**src/rtl/nvm_prot_pkg.sv**
```systemverilog
package nvm_prot_pkg;

    // width of the protection-size field; fixed by the register layout
    localparam int SIZE_W = 5;
    // width of the log2 sector-size input
    localparam int LG_W   = 4;

    typedef enum logic [1:0] {
        CMD_PROG    = 2'b00,
        CMD_ERS_SEC = 2'b01,
        CMD_ERS_ALL = 2'b10,
        CMD_RSVD    = 2'b11
    } cmd_kind_e;

    typedef struct packed {
        logic              open;
        logic [SIZE_W-1:0] size;
    } prot_cfg_t;

    localparam prot_cfg_t PROT_FULL = '{open: 1'b0, size: '1};

endpackage

```
**src/rtl/nvm_prot_regfile.sv**
```systemverilog
module nvm_prot_regfile
    import nvm_prot_pkg::*;
(
    input  logic      clk,
    input  logic      rst_n,
    input  logic [7:0] cfg_byte,
    input  logic      cfg_dbe,
    input  logic      cfg_done,
    input  logic      wr_en,
    input  logic [7:0] wr_data,
    output prot_cfg_t cfg_q,
    output logic      loaded_q
);

    typedef struct packed {
        prot_cfg_t cfg;
        logic      loaded;
    } rf_state_t;

    rf_state_t st_d, st_q;

    prot_cfg_t         boot_cfg;
    logic [SIZE_W-1:0] wr_size;
    logic              wr_open;
    logic              unused_bits;

    assign unused_bits = ^{cfg_byte[6:SIZE_W], wr_data[6:SIZE_W]};

    assign wr_size = wr_data[SIZE_W-1:0];
    assign wr_open = wr_data[7];

    always_comb begin
        boot_cfg.open = cfg_byte[7];
        boot_cfg.size = cfg_byte[SIZE_W-1:0];
        if (cfg_dbe) begin
            boot_cfg = PROT_FULL;
        end
    end

    always_comb begin
        st_d = st_q;
        if (!st_q.loaded) begin
            if (cfg_done) begin
                st_d.loaded = 1'b1;
                st_d.cfg    = boot_cfg;
            end
        end else if (wr_en) begin
            // protection may only be added
            st_d.cfg.open = st_q.cfg.open & wr_open;
            if (wr_size > st_q.cfg.size) begin
                st_d.cfg.size = wr_size;
            end
        end
    end

    always_ff @(posedge clk or negedge rst_n) begin
        if (!rst_n) begin
            st_q.cfg    <= PROT_FULL;
            st_q.loaded <= 1'b0;
        end else begin
            st_q <= st_d;
        end
    end

    assign cfg_q    = st_q.cfg;
    assign loaded_q = st_q.loaded;

endmodule

```
**src/rtl/nvm_prot_range.sv**
```systemverilog
module nvm_prot_range
    import nvm_prot_pkg::*;
#(
    parameter int MEM_BYTES  = 1024,
    parameter int GRAN_BYTES = 64
) (
    input  prot_cfg_t              cfg,
    output logic                   prot_en,
    output logic [$clog2(MEM_BYTES):0] prot_lo
);

    localparam int ADDR_W  = $clog2(MEM_BYTES);
    localparam int GRAN_LG = $clog2(GRAN_BYTES);
    localparam int RAW_W   = SIZE_W + GRAN_LG + 1;
    localparam int CALC_W  = (RAW_W > ADDR_W + 1) ? RAW_W : ADDR_W + 1;

    logic [CALC_W-1:0] span;
    logic [CALC_W-1:0] capped;
    logic [CALC_W-1:0] low_full;
    logic              unused_hi;

    always_comb begin
        span = (CALC_W'(cfg.size) + CALC_W'(1)) << GRAN_LG;
        if (span > CALC_W'(MEM_BYTES)) begin
            capped = CALC_W'(MEM_BYTES);
        end else begin
            capped = span;
        end
        low_full = CALC_W'(MEM_BYTES) - capped;
    end

    generate
        if (CALC_W > ADDR_W + 1) begin : g_trim
            assign unused_hi = ^low_full[CALC_W-1:ADDR_W+1];
        end else begin : g_fit
            assign unused_hi = 1'b0;
        end
    endgenerate

    assign prot_lo = low_full[ADDR_W:0];
    assign prot_en = ~cfg.open;

endmodule

```
**src/rtl/nvm_prot_check.sv**
```systemverilog
module nvm_prot_check
    import nvm_prot_pkg::*;
#(
    parameter int MEM_BYTES = 1024
) (
    input  logic                     clk,
    input  logic                     rst_n,
    input  logic                     cmd_valid,
    input  logic [1:0]               cmd_kind,
    input  logic [$clog2(MEM_BYTES)-1:0] cmd_addr,
    input  logic [LG_W-1:0]          cmd_sec_lg,
    input  logic                     prot_en,
    input  logic [$clog2(MEM_BYTES):0] prot_lo,
    input  logic                     clr_req,
    output logic                     res_valid,
    output logic                     res_ok,
    output logic                     viol
);

    localparam int ADDR_W = $clog2(MEM_BYTES);

    typedef struct packed {
        logic res_valid;
        logic res_ok;
        logic viol;
    } ck_state_t;

    ck_state_t st_d, st_q;

    cmd_kind_e         kind;
    logic [LG_W-1:0]   lg_eff;
    logic [ADDR_W:0]   sec_mask;
    logic [ADDR_W:0]   addr_ext;
    logic [ADDR_W:0]   sec_last;
    logic              byte_hit;
    logic              sec_hit;
    logic              allow;

    assign kind     = cmd_kind_e'(cmd_kind);
    assign lg_eff   = (cmd_sec_lg > LG_W'(ADDR_W)) ? LG_W'(ADDR_W) : cmd_sec_lg;
    assign addr_ext = {1'b0, cmd_addr};

    // low bits of the address covered by one sector
    generate
        for (genvar i = 0; i <= ADDR_W; i++) begin : g_mask
            assign sec_mask[i] = (lg_eff > LG_W'(i));
        end
    endgenerate

    assign sec_last = addr_ext | sec_mask;
    assign byte_hit = prot_en && (addr_ext >= prot_lo);
    assign sec_hit  = prot_en && (sec_last >= prot_lo);

    always_comb begin
        case (kind)
            CMD_PROG:    allow = ~byte_hit;
            CMD_ERS_SEC: allow = ~sec_hit;
            CMD_ERS_ALL: allow = ~prot_en;
            default:     allow = 1'b0;
        endcase
    end

    always_comb begin
        st_d           = st_q;
        st_d.res_valid = cmd_valid;
        st_d.res_ok    = cmd_valid & allow;
        if (cmd_valid && !allow) begin
            st_d.viol = 1'b1;
        end else if (clr_req) begin
            st_d.viol = 1'b0;
        end
    end

    always_ff @(posedge clk or negedge rst_n) begin
        if (!rst_n) begin
            st_q <= '0;
        end else begin
            st_q <= st_d;
        end
    end

    assign res_valid = st_q.res_valid;
    assign res_ok    = st_q.res_ok;
    assign viol      = st_q.viol;

endmodule

```
**src/rtl/nvm_prot_guard.sv**
```systemverilog
module nvm_prot_guard
    import nvm_prot_pkg::*;
#(
    parameter int MEM_BYTES  = 1024,
    parameter int GRAN_BYTES = 64,
    localparam int ADDR_W    = $clog2(MEM_BYTES)
) (
    input  logic              clk,
    input  logic              rst_n,
    input  logic [7:0]        cfg_byte,
    input  logic              cfg_dbe,
    input  logic              cfg_done,
    input  logic              bus_wr,
    input  logic              bus_addr,
    input  logic [7:0]        bus_wdata,
    output logic [7:0]        bus_rdata,
    input  logic              cmd_valid,
    input  logic [1:0]        cmd_kind,
    input  logic [ADDR_W-1:0] cmd_addr,
    input  logic [3:0]        cmd_sec_lg,
    output logic              res_valid,
    output logic              res_ok,
    output logic              prot_viol
);

    prot_cfg_t         cur_cfg;
    logic              loaded;
    logic              prot_open;
    logic [SIZE_W-1:0] prot_size;
    logic              prot_en;
    logic [ADDR_W:0]   prot_lo;
    logic              cfg_wr;
    logic              clr_req;

    assign cfg_wr  = bus_wr && !bus_addr && loaded;
    assign clr_req = bus_wr &&  bus_addr && loaded && bus_wdata[0];

    nvm_prot_regfile u_regs (
        .clk      (clk),
        .rst_n    (rst_n),
        .cfg_byte (cfg_byte),
        .cfg_dbe  (cfg_dbe),
        .cfg_done (cfg_done),
        .wr_en    (cfg_wr),
        .wr_data  (bus_wdata),
        .cfg_q    (cur_cfg),
        .loaded_q (loaded)
    );

    assign prot_open = cur_cfg.open;
    assign prot_size = cur_cfg.size;

    nvm_prot_range #(
        .MEM_BYTES  (MEM_BYTES),
        .GRAN_BYTES (GRAN_BYTES)
    ) u_range (
        .cfg     (cur_cfg),
        .prot_en (prot_en),
        .prot_lo (prot_lo)
    );

    nvm_prot_check #(
        .MEM_BYTES (MEM_BYTES)
    ) u_check (
        .clk        (clk),
        .rst_n      (rst_n),
        .cmd_valid  (cmd_valid),
        .cmd_kind   (cmd_kind),
        .cmd_addr   (cmd_addr),
        .cmd_sec_lg (cmd_sec_lg),
        .prot_en    (prot_en),
        .prot_lo    (prot_lo),
        .clr_req    (clr_req),
        .res_valid  (res_valid),
        .res_ok     (res_ok),
        .viol       (prot_viol)
    );

    always_comb begin
        bus_rdata = '0;
        if (!bus_addr) begin
            bus_rdata[7]        = prot_open;
            bus_rdata[SIZE_W-1:0] = prot_size;
        end else begin
            bus_rdata[0] = prot_viol;
        end
    end

endmodule

```
**config.mk**
```make
export PLATFORM = sky130hd
export DESIGN_NAME = nvm_prot_guard
export DESIGN_NICKNAME = d
export VERILOG_FILES = /design/src/rtl/nvm_prot_pkg.sv /design/src/rtl/nvm_prot_regfile.sv /design/src/rtl/nvm_prot_range.sv /design/src/rtl/nvm_prot_check.sv /design/src/rtl/nvm_prot_guard.sv
export SDC_FILE = /design/constraint.sdc
export NUM_CORES = 1
export LEC_CHECK = 0
export BUFFER_PORTS_ARGS = -buffer_cell sky130_fd_sc_hd__buf_2
export CAP_MARGIN = 20
export CORE_ASPECT_RATIO = 1.25
export CORE_MARGIN = 2
export CORE_UTILIZATION = 45
export DETAILED_ROUTE_END_ITERATION = 10
export PLACE_DENSITY = 0.8
export SYNTH_ARGS = -nofsm -noshare
export SYNTH_HDL_FRONTEND = slang
export SYNTH_SLANG_ARGS = --single-unit
```
**constraint.sdc**
```tcl
create_clock -name clk -period 4.2 [get_ports clk]
set_input_delay 0.84 -clock clk [delete_from_list [all_inputs] [get_ports clk]]
set_output_delay 0.84 -clock clk [all_outputs]
set_load 0.05 [all_outputs]
```
==> results.md, run 1 <==
• result of the run: completed
• endpoints failing hold: 0
• largest fanout on the critical path: 7
• Fin Setup TNS: 0 ns
• Post-synth top flop: sky130_fd_sc_hd__dfstp_2
• initial antenna violation count: 0
• launch point of the critical path: u_regs.cfg_q[0]$_DFFE_PN1P_
• total power of the final layout: 963 uW
• cell leakage power: 0.692 nW
• Routed WL per cell: 12.0 um
• Gate Count Post-Synth: 143
• insertion delay of the later-clocked pin in the worst-skew pair: 0.26 ns
• # resized after CTS: 0
• number of buffers created by CTS: 3
• overflow left after global routing: 0
• critical path, cell by cell: ha_1 > and3_4 > o21ai_0 > inv_1 > nand2_1 > ha_1 > xnor2_1 > ha_1 > o21ai_0 > a221oi_1 > a311oi_1 > o31ai_1 > a21oi_1 > and2_1
• syn avg cell area: 7.90 um^2
• Yosys Warn Count: 0
• classification of the worst-slack hold path: in2async
• cell seen most often among critical-path stages: sky130_fd_sc_hd__ha_1
• slowest stage cell, crit path: sky130_fd_sc_hd__dfstp_2
• maximum number of pins on one net before global-route repair: 11
• Cell Rows: 20
• main combinational cell family by area after synthesis: compound AO/OA/AOI/OAI gates
• sequential share of the synthesized area: 22.7%
• summed instance area of the synthesized netlist: 1130 um^2
• Peak Freq: 317 MHz
• Initial DRC Count: 18
• area of the die: 2930 um^2
• Post-Synth Adder-Cell Area: 15.5%
• power per cell area: 685 nW/um^2
• biggest area contributors in the synthesized netlist: sky130_fd_sc_hd__ha_1 16%, sky130_fd_sc_hd__dfstp_2 12%, sky130_fd_sc_hd__dfrtp_1 11%
• final wirelength: 2.66 mm
• kind of capture point of the worst setup path: flip-flop
• number of routed nets with antenna violations: 0
• share of the synthesized area in the top cell type: 15.5%
• final setup skew: 0.00171 ns
• top post-synthesis cells by count: 17 x sky130_fd_sc_hd__inv_1, 14 x sky130_fd_sc_hd__ha_1, 14 x sky130_fd_sc_hd__nand2_1
• post-synthesis share of cell area spent on xor and xnor gates: 1.55%
• vias in the first global route: 1145
• buffer levels on the longest clock path: 2
• count of cell types in the netlist: 41
• fill count: 250
• multi-input logic area: 793 um^2
• FF/Latch Area: 256 um^2
• Worst EP arrival: 3.31 ns
• number of flops mapped to enable cells by yosys: 0
• Avg Vias per Cell: 5.53
• layout overhead on the synthesized area: 24.5%
• count of nets after finishing: 242
• actual transition at the worst max-transition pin: 0.633 ns
• Max Slew Vio Count: 0
• DIE HEIGHT: 60.0 um
• critical path startpoint category: flip-flop
• via count: 1223
• width of the chip: 48.8 um
• Compound-Gate Fraction of Synth Area: 27.8%
• buffers and inverters on the worst path: 1
• core occupancy in the finished layout: 58.5%
• setup repair after global routing missed its margin: false
• Critical R2R Launch: u_regs.cfg_q[0]$_DFFE_PN1P_
• share of async-settable or async-resettable flops after synthesis: 100%
• register bit count reported by yosys: 10
• Clock H-tree levels: 1
• cell accounting for the most synthesized area: sky130_fd_sc_hd__ha_1
• Core Footprint: 2400 um^2
• diode count: 0
• post-DP HPWL: 2.33 mm
• synthesized-area fraction occupied by and/or/nand/nor cells: 23.5%
• router iterations before antenna repair: 5
• clock transition time at the flip-flop clock pins of the worst setup and hold paths: 0.07 ns
• type of the setup path with the least slack: reg2reg
• root buf cell: sky130_fd_sc_hd__clkbuf_4
• top cell family by delay on the critical path: compound AO/OA/AOI/OAI gates
• clock tree from TritonCTS: done
• setup violation total in the final timing report: 0
• first-pass GRT wire length: 4.51 mm
• placed cell count: 217
• Clock Sink Count: 10
• worst hold slack: 0.422 ns
• CP required: 4.35 ns
• number of remaining DRC errors: 0
• proportion of synthesized area in mux cells: 0.886%
• Port Buffers: 43
• Cell Count, Final, Fillers Out: 221
• I/O Pins: 50
• final critical path time including I/O delays and setup: 3.16 ns
• fraction of layout instances using a drive strength above 1: 30.9%
• initial core utilization: 47.0%
• largest stage delay on the critical path: 0.59 ns
• final clock period utilization by the worst path: 75.2%
• most used standard cell by instance count after synthesis: sky130_fd_sc_hd__inv_1
• maximum VDD drop: 0.339 mV
• routability-driven placement congestion ratio: 0.809
• hold-fix buffers at CTS: 0
• Max transition margin: 57.8%
• total global-route track usage: 19.2%
• total setup buffers inserted after CTS: 0
• Max Cap Viol: 0
-- stage by stage --
step | instance area (um^2) | setup slack (ns)
after floorplan | 1140 | 1.24
after global placement | 1370 | 1.08
after detailed placement | 1370 | 1.02
after CTS | 1410 | 1.01
after global routing | 1410 | 0.683
final | 1410 | 1.04
-- state kept, by name (all words and copies together), names as in the netlist --
name / cells
u_regs.cfg_q: 6
u_check.res_ok: 1
u_check.res_valid: 1
u_check.viol: 1
u_regs.loaded_q: 1
-- power by group --
group	internal [mW]	total, mW	leakage, nW	switching (mW)
Clock	0.0526	0.0854	0.0210	0.0328
Combinational	0.292	0.692	0.562	0.400
Sequential	0.145	0.186	0.110	0.0408
Total	0.489	0.963	0.692	0.474
-- final cells by class --
cell class                      instances  area share (%)
Multi-Input combinational cell        114            56.4
Tap cell                               33            2.94
Sequential cell                        10            18.2
Timing Repair Buffer                   43            15.3
Inverter                               17            4.54
Clock buffer                            4            2.58
-- logic make-up after synthesis --
kind of cell               Yosys count
and+or+nand+nor                     50
DFF                                 10
muxes                                1
other                                1
buffers and inverters               21
AOI/OAI and AO/OA                   44
adders and majority gates           14
xor gates and xnor gates             2
-- layer usage --
layer  vias to the layer above  share of wire, %  GRT usage, %
met3                         2               4.9          1.75
met2                        49                55          42.1
li1                        608                 -             -
met5                         -                 0             0
met4                         0              0.15          3.67
met1                       564                40          19.5
-- worst paths after layout --
kind	end	slack [ns]	cells after the start
setup / recovery	u_check.res_ok$_DFF_PN0_	1.04	14
hold / removal	u_regs.loaded_q$_DFF_PN0_	0.42	1
setup reg to reg	u_check.res_ok$_DFF_PN0_	1.04	14
hold reg to reg	u_check.viol$_DFFE_PN0P_	0.52	2
max in group asynchronous	u_regs.cfg_q[0]$_DFFE_PN1P_	3.53	1
min in group clk	u_check.viol$_DFFE_PN0P_	0.52	2
-- placed cells by master (no fill, tap or decap), types with 3 or more instances in the layout --
cell type and n:
sky130_fd_sc_hd__a211o_1 3, sky130_fd_sc_hd__a21oi_1 3, sky130_fd_sc_hd__a311oi_1 4, sky130_fd_sc_hd__a31oi_1 3, sky130_fd_sc_hd__buf_2 43, sky130_fd_sc_hd__clkbuf_4 3, sky130_fd_sc_hd__conb_1 3, sky130_fd_sc_hd__dfrtp_1 5
sky130_fd_sc_hd__dfstp_2 5, sky130_fd_sc_hd__ha_1 14, sky130_fd_sc_hd__inv_1 17, sky130_fd_sc_hd__nand2_1 14, sky130_fd_sc_hd__nand2b_1 4, sky130_fd_sc_hd__nand3_1 4, sky130_fd_sc_hd__nor2_1 10, sky130_fd_sc_hd__nor2b_1 6
sky130_fd_sc_hd__o21a_1 3, sky130_fd_sc_hd__o21ai_0 12, sky130_fd_sc_hd__o21bai_1 3
Note: power is estimated with default switching activity, not from simulation.
==> inputs of run 2 (changes only) <==
clock period = 3 ns   (was 4.2 ns; I/O delays follow)
==> run 2 against run 1 <==
Net effect: sequential share of layout area decreased by 1.0 points; clock-buffer cell count unchanged; critical path depth unchanged; clock power increased by 42%; non-clock buffer count increased by 5; power increased by 60%; sequential power increased by 34%; routed wire length increased by 6.2%; via count decreased by 0.57%; hold slack got worse by 0.24 ns; critical path type unchanged; highest routed layer unchanged.
==> results.md, run 2 (same netlist as run 1, synthesis figures left out) <==
• Cell Rows: 20
• final clock period utilization by the worst path: 94.0%
• root buf cell: sky130_fd_sc_hd__clkbuf_4
• actual transition at the worst max-transition pin: 0.636 ns
• worst slack at placement: -0.0724 ns
• endpoints failing hold: 0
• Worst EP arrival: 2.97 ns
• first-pass GRT wire length: 4.70 mm
• diode count: 0
• classification of the worst-slack hold path: in2async
• area of the die: 2930 um^2
• top cell family by delay on the critical path: compound AO/OA/AOI/OAI gates
• FF/Latch Area: 256 um^2
• placed standard-cell area: 1390 um^2
• hold-fix buffers at CTS: 0
• kind of capture point of the worst setup path: flip-flop
• Clock Sink Count: 10
• CP required: 3.15 ns
• Port Buffers: 43
• Worst Slack Setup Final: 0.180 ns
• final setup skew: 0.00433 ns
• commonest cells after routing, fill and taps aside: 43 x sky130_fd_sc_hd__buf_2, 17 x sky130_fd_sc_hd__inv_1, 13 x sky130_fd_sc_hd__nand2_1
• largest fanout on the critical path: 3
• fill count: 231
• commonest non-fill, non-tap cell in the layout: sky130_fd_sc_hd__buf_2
• Critical R2R Launch: u_regs.cfg_q[0]$_DFFE_PN1P_
• Max Cap Viol: 0
• register-to-register setup slack: 0.18 ns
• Avg Vias per Cell: 5.38
• routability-driven placement congestion ratio: 0.842
• router iterations before antenna repair: 4
• number of remaining DRC errors: 0
• Initial DRC Count: 18
• maximum number of pins on one net before global-route repair: 11
• overflow left after global routing: 0
• Clock H-tree levels: 1
• number of routed nets with antenna violations: 0
• initial antenna violation count: 0
• initial core utilization: 47.0%
• insertion delay of the later-clocked pin in the worst-skew pair: 0.26 ns
• count of nets after finishing: 247
• DIE HEIGHT: 60.0 um
• Routed WL per cell: 12.5 um
• buffer levels on the longest clock path: 2
• number of buffers created by CTS: 3
• flip-flop count of the largest register after layout: 6
• type of the setup path with the least slack: reg2reg
• width of the chip: 48.8 um
• post-DP HPWL: 2.37 mm
• total global-route track usage: 19.8%
• total non-filler cell area in the finished layout: 1490 um^2
• clock tree from TritonCTS: done
• Max transition margin: 57.6%
• Peak Freq: 355 MHz
• launch point of the critical path: u_regs.cfg_q[0]$_DFFE_PN1P_
• multi-input logic area: 838 um^2
• layout overhead on the synthesized area: 31.8%
• cell leakage power: 0.728 nW
• final critical path time including I/O delays and setup: 2.82 ns
• critical path, cell by cell: ha_4 > and3_4 > o21ai_0 > inv_1 > nand2_2 > ha_2 > inv_1 > ha_2 > o21ai_2 > a221oi_2 > a311oi_1 > o31ai_1 > a21oi_1 > and2_1
• buffers and inverters on the worst path: 2
• result of the run: completed
• maximum VDD drop: 0.479 mV
• setup violation total in the final timing report: 0
• Max Slew Vio Count: 0
• Core Footprint: 2400 um^2
• largest stage delay on the critical path: 0.58 ns
• I/O Pins: 50
• power per cell area: 1040 nW/um^2
• vias in the first global route: 1183
• slowest stage cell, crit path: sky130_fd_sc_hd__dfstp_2
• critical path startpoint category: flip-flop
• final wirelength: 2.82 mm
• via count: 1216
• fraction of layout instances using a drive strength above 1: 36.8%
• clock transition time at the flip-flop clock pins of the worst setup and hold paths: 0.07 ns
-- run 2: cell count changes in the layout (fill, tap and decap cells not counted), sizes merged --
cell	delta
buf	+5
-- run 2: path summary, 6_finish.rpt --
path                                                     to  depth (start not counted)
worst min register to register     u_check.viol$_DFFE_PN0P_                          2
worst max-delay path               u_check.res_ok$_DFF_PN0_                         14
worst min-delay path               u_check.viol$_DFFE_PN0P_                          1
worst max register to register     u_check.res_ok$_DFF_PN0_                         14
max in group asynchronous       u_regs.cfg_q[0]$_DFFE_PN1P_                          1
min in group clk                u_check.res_valid$_DFF_PN0_                          1
-- run 2: metrics by stage --
| stage | power [mW] | utilization, % | hold slack [ns] | setup TNS [ns] | std cells |
|---|---|---|---|---|---|
| 3_5_place_dp | 1.29 | 58.0 | 0.472 | -0.0724 | 220 |
| 3_3_place_gp | 1.22 | 58.0 | 0.463 | 0 | 220 |
| 6_report | 1.54 | 62.0 | 0.185 | 0 | 226 |
| 2_1_floorplan | 1.02 | - | 0.304 | 0 | 145 |
| 4_1_cts | 1.42 | 59.8 | 0.191 | 0 | 225 |
| 5_1_grt | 1.70 | 62.0 | 0.190 | -0.00545 | 226 |
-- run 2: metal layers --
metal | wire (um) | up-vias | GRT usage, % | part of all wire [%]
li1 | - | 616 | - | -
met1 | 1150 | 560 | 19.9 | 41
met2 | 1560 | 38 | 42.9 | 55
met3 | 103 | 2 | 2.25 | 3.6
met4 | 8 | 0 | 4.08 | 0.28
met5 | 0 | - | 0 | 0
-- run 2: worst reg2reg max path, stage by stage (launching register included) --
cell	delay, ns
sky130_fd_sc_hd__dfstp_2	0.58
sky130_fd_sc_hd__ha_4	0.14
sky130_fd_sc_hd__and3_4	0.18
sky130_fd_sc_hd__o21ai_0	0.07
sky130_fd_sc_hd__inv_1	0.09
sky130_fd_sc_hd__nand2_2	0.06
sky130_fd_sc_hd__ha_2	0.31
sky130_fd_sc_hd__inv_1	0.05
sky130_fd_sc_hd__ha_2	0.32
sky130_fd_sc_hd__o21ai_2	0.07
sky130_fd_sc_hd__a221oi_2	0.27
sky130_fd_sc_hd__a311oi_1	0.07
sky130_fd_sc_hd__o31ai_1	0.22
sky130_fd_sc_hd__a21oi_1	0.12
sky130_fd_sc_hd__and2_1	0.15
-- run 2: cell type report --
class | count | area share (%)
multi-input cells | 114 | 56.3
repair buffers | 48 | 17.0
inverters | 17 | 4.29
clock buffers | 4 | 2.44
well taps | 33 | 2.77
flip-flops and latches | 10 | 17.2
-- run 2: where the power goes --
part           leakage (nW)  internal [mW]  switching [mW]
Clock                0.0210         0.0736          0.0478
Combinational         0.597          0.532           0.642
Sequential            0.110          0.202          0.0472
Total                 0.728          0.808           0.737
-- run 2: repair_timing --
item / CTS / global route
pin swaps: 1 / 8
hold endpoints to repair: 0 / 0
setup endpoints to repair: 2 / 2
buffers inserted: 1 / 1
gates resized for setup: 0 / 10
==> inputs of run 3 (changes only) <==
PLACE_DENSITY = 0.75   (was 0.8)
SYNTH_HIERARCHICAL = 1   (was unset)
==> run 3 against run 2 <==
Net effect: global-route usage down 2.0 points; register-to-register slack worse by 0.14 ns; sequential power grew 14%; power up 33%; via count is 27% higher; final cell count grew 27%; flip-flop and latch count did not move; synthesized area grew 40%; synthesized cell count grew 32%; critical path type unchanged; largest cell class unchanged.
==> results.md, run 3 <==
• Gate Count Post-Synth: 189
• commonest cells after routing, fill and taps aside: 43 x sky130_fd_sc_hd__buf_2, 26 x sky130_fd_sc_hd__ha_1, 19 x sky130_fd_sc_hd__inv_1
• initial antenna violation count: 0
• diode count: 0
• biggest area contributors in the synthesized netlist: sky130_fd_sc_hd__ha_1 23%, sky130_fd_sc_hd__dfstp_2 8.3%, sky130_fd_sc_hd__dfrtp_1 7.9%
• Int Power: 1.09 mW
• most used standard cell by instance count after synthesis: sky130_fd_sc_hd__ha_1
• width of the chip: 57.0 um
• register bit count reported by yosys: 10
• part of the total power dissipated in the clock network: 8.0%
• layout overhead on the synthesized area: 30.1%
• summed instance area of the synthesized netlist: 1580 um^2
• syn avg cell area: 8.37 um^2
• clock transition time at the flip-flop clock pins of the worst setup and hold paths: 0.05 ns
• DIE HEIGHT: 70.3 um
• final wirelength: 3.53 mm
• core occupancy in the finished layout: 60.2%
• largest fanout on the critical path: 6
• endpoints failing hold: 0
• result of the run: completed
• post-DP HPWL: 2.91 mm
• Clock Sink Count: 10
• number of buffers created by CTS: 3
• kind of capture point of the worst setup path: flip-flop
• buffer levels on the longest clock path: 2
• portion of total power attributed to combinational logic: 78.2%
• Max Cap Viol: 0
• setup repair after global routing missed its margin: true
• placed cell count: 277
• flip-flop count of the largest register after layout: 6
• first-pass GRT wire length: 5.93 mm
• number of remaining DRC errors: 0
• count of cell types in the netlist: 53
• initial core utilization: 46.2%
• Clock H-tree levels: 1
• Post-synth top flop: sky130_fd_sc_hd__dfstp_2
• area of the die: 4010 um^2
• Worst EP arrival: 3.08 ns
• sequential share of power: 13.8%
• Avg Vias per Cell: 5.41
• Routed WL per cell: 12.3 um
• total global-route track usage: 17.8%
• Worst Slack Setup Final: 0.0410 ns
• final setup skew: 0.00154 ns
• sequential share of the synthesized area: 16.2%
• Max Slew Vio Count: 0
• Cell Rows: 24
• number of flops mapped to enable cells by yosys: 0
• vias in the first global route: 1466
• total non-filler cell area in the finished layout: 2060 um^2
• type of the setup path with the least slack: reg2reg
• Cell Count, Final, Fillers Out: 286
• routability-driven placement congestion ratio: 0.774
• commonest non-fill, non-tap cell in the layout: sky130_fd_sc_hd__buf_2
• final clock period utilization by the worst path: 98.6%
• via count: 1548
• maximum VDD drop: 0.643 mV
• count of nets after finishing: 316
• switch share: 47.1%
• cell leakage power: 1.01 nW
• met2 Usage GRT: 33.3%
• layer with the highest usage: met2
• FF/Latch Area: 256 um^2
• router iterations before antenna repair: 4
• Port Buffers: 43
• power per cell area: 1000 nW/um^2
• maximum number of pins on one net before global-route repair: 15
• Initial DRC Count: 43
• hold-fix buffers at CTS: 0
• I/O Pins: 50
• NetSw: 972 uW
• fraction of layout instances using a drive strength above 1: 41.3%
• root buf cell: sky130_fd_sc_hd__clkbuf_8
• Core Footprint: 3420 um^2
• fill count: 314
• setup violation total in the final timing report: 0
• multi-input logic area: 1280 um^2
• overflow left after global routing: 0
• final critical path time including I/O delays and setup: 2.96 ns
• Peak Freq: 338 MHz
• share of the synthesized area in the top cell type: 22.9%
• Global Route met1 Usage: 21.1%
• insertion delay of the later-clocked pin in the worst-skew pair: 0.23 ns
• cell accounting for the most synthesized area: sky130_fd_sc_hd__ha_1
• worst slack at placement: -0.122 ns
• met3 routing resource usage after global routing: 1.67%
• placed standard-cell area: 1920 um^2
• clock tree from TritonCTS: done
• CP required: 3.12 ns
• share of async-settable or async-resettable flops after synthesis: 100%
• Yosys Warn Count: 6
• critical path startpoint category: flip-flop
• number of routed nets with antenna violations: 0
• classification of the worst-slack hold path: in2async
• top post-synthesis cells by count: 29 x sky130_fd_sc_hd__ha_1, 20 x sky130_fd_sc_hd__inv_1, 14 x sky130_fd_sc_hd__o21ai_0
==> run 3: changes by cell type in the layout (fill, tap and decap cells not counted), sizes merged, moves of 4 or more <==
cell and delta:
ha +15, a21oi +12, buf +12, conb +6, and2b +5, nand2 -5, a311oi -4
==> run 3: worst max-delay path, stage by stage (launching register included) <==
cell and delay, ns:
sky130_fd_sc_hd__dfstp_2 0.60, sky130_fd_sc_hd__ha_4 0.19, sky130_fd_sc_hd__nand3_4 0.09, sky130_fd_sc_hd__xor2_2 0.15
sky130_fd_sc_hd__o21bai_1 0.15, sky130_fd_sc_hd__ha_2 0.23, sky130_fd_sc_hd__nand2b_1 0.07, sky130_fd_sc_hd__o22a_1 0.17
sky130_fd_sc_hd__o21ai_2 0.16, sky130_fd_sc_hd__inv_2 0.06, sky130_fd_sc_hd__ha_4 0.22, sky130_fd_sc_hd__buf_6 0.12
sky130_fd_sc_hd__a2111oi_4 0.28, sky130_fd_sc_hd__a22oi_2 0.13, sky130_fd_sc_hd__a32o_1 0.22
==> run 3: cells by family (layout without fill, tap and decap cells) <==
| family | count (synthesis) | after routing | synth area share (%) |
|---|---|---|---|
| AO/OA/AOI/OAI | 54 | 54 | 23.9 |
| XOR/XNOR | 4 | 4 | 3.16 |
| adder cells (fa/ha/maj) | 29 | 29 | 22.9 |
| buffers and inverters | 32 | 84 | 9.72 |
| flip-flops | 10 | 10 | 16.2 |
| multiplexers | 5 | 5 | 3.79 |
| other | 3 | 9 | 0.711 |
| AND/OR/NAND/NOR | 52 | 52 | 19.6 |
==> run 3: final timing paths <==
path,start,end,slack [ns],cells after the start
setup / recovery,u_regs/cfg_q[1]$_DFFE_PN1P_,u_check/viol$_DFFE_PN0P_,0.04,14
hold / removal,rst_n,u_check/viol$_DFFE_PN0P_,0.22,1
setup reg to reg,u_regs/cfg_q[1]$_DFFE_PN1P_,u_check/viol$_DFFE_PN0P_,0.04,14
hold reg to reg,u_check/viol$_DFFE_PN0P_,u_check/viol$_DFFE_PN0P_,0.54,1
max in group asynchronous,rst_n,u_regs/cfg_q[0]$_DFFE_PN1P_,2.53,1
min in group clk,cmd_valid,u_check/res_valid$_DFF_PN0_,0.50,1
==> run 3: what timing repair did <==
item | 4_1_cts | 5_1_grt
gates resized for setup | 5 | 6
setup buffers | 4 | 1
pin swaps | 10 | 7
setup endpoints to repair | 2 | 2
==> run 3: power groups by stage <==
stage / Combinational [mW] / Clock, mW / Sequential, mW
after floorplan: 0.996 / 0 / 0.325
after global placement: 1.40 / 0 / 0.283
after detailed placement: 1.43 / 0 / 0.282
after CTS: 1.53 / 0.170 / 0.287
after global routing: 1.78 / 0.177 / 0.293
final: 1.61 / 0.165 / 0.285
==> run 3: per-layer routing <==
layer | vias to the layer above | part of all wire [%]
met5 | - | 0
met1 | 705 | 42
met2 | 51 | 52
met3 | 8 | 5.1
met4 | 0 | 1.2
li1 | 784 | -
==> run 3: area by class of cell <==
| type | instances | share of cell area, % |
|---|---|---|
| timing repair buffer | 60 | 16.8 |
| tap | 39 | 2.37 |
| inverter | 20 | 3.65 |
| clock buffer | 4 | 2.67 |
| multi-input combinational | 153 | 62.0 |
| sequential | 10 | 12.5 |
==> run 3: metrics by stage <==
stage,hold slack [ns],power [mW],TNS (ns)
floorplan,0.304,1.32,0
global placement,0.469,1.68,-0.0644
detailed placement,0.469,1.71,-0.122
CTS,0.218,1.99,-0.0379
global route,0.231,2.25,-0.111
finish,0.218,2.06,0
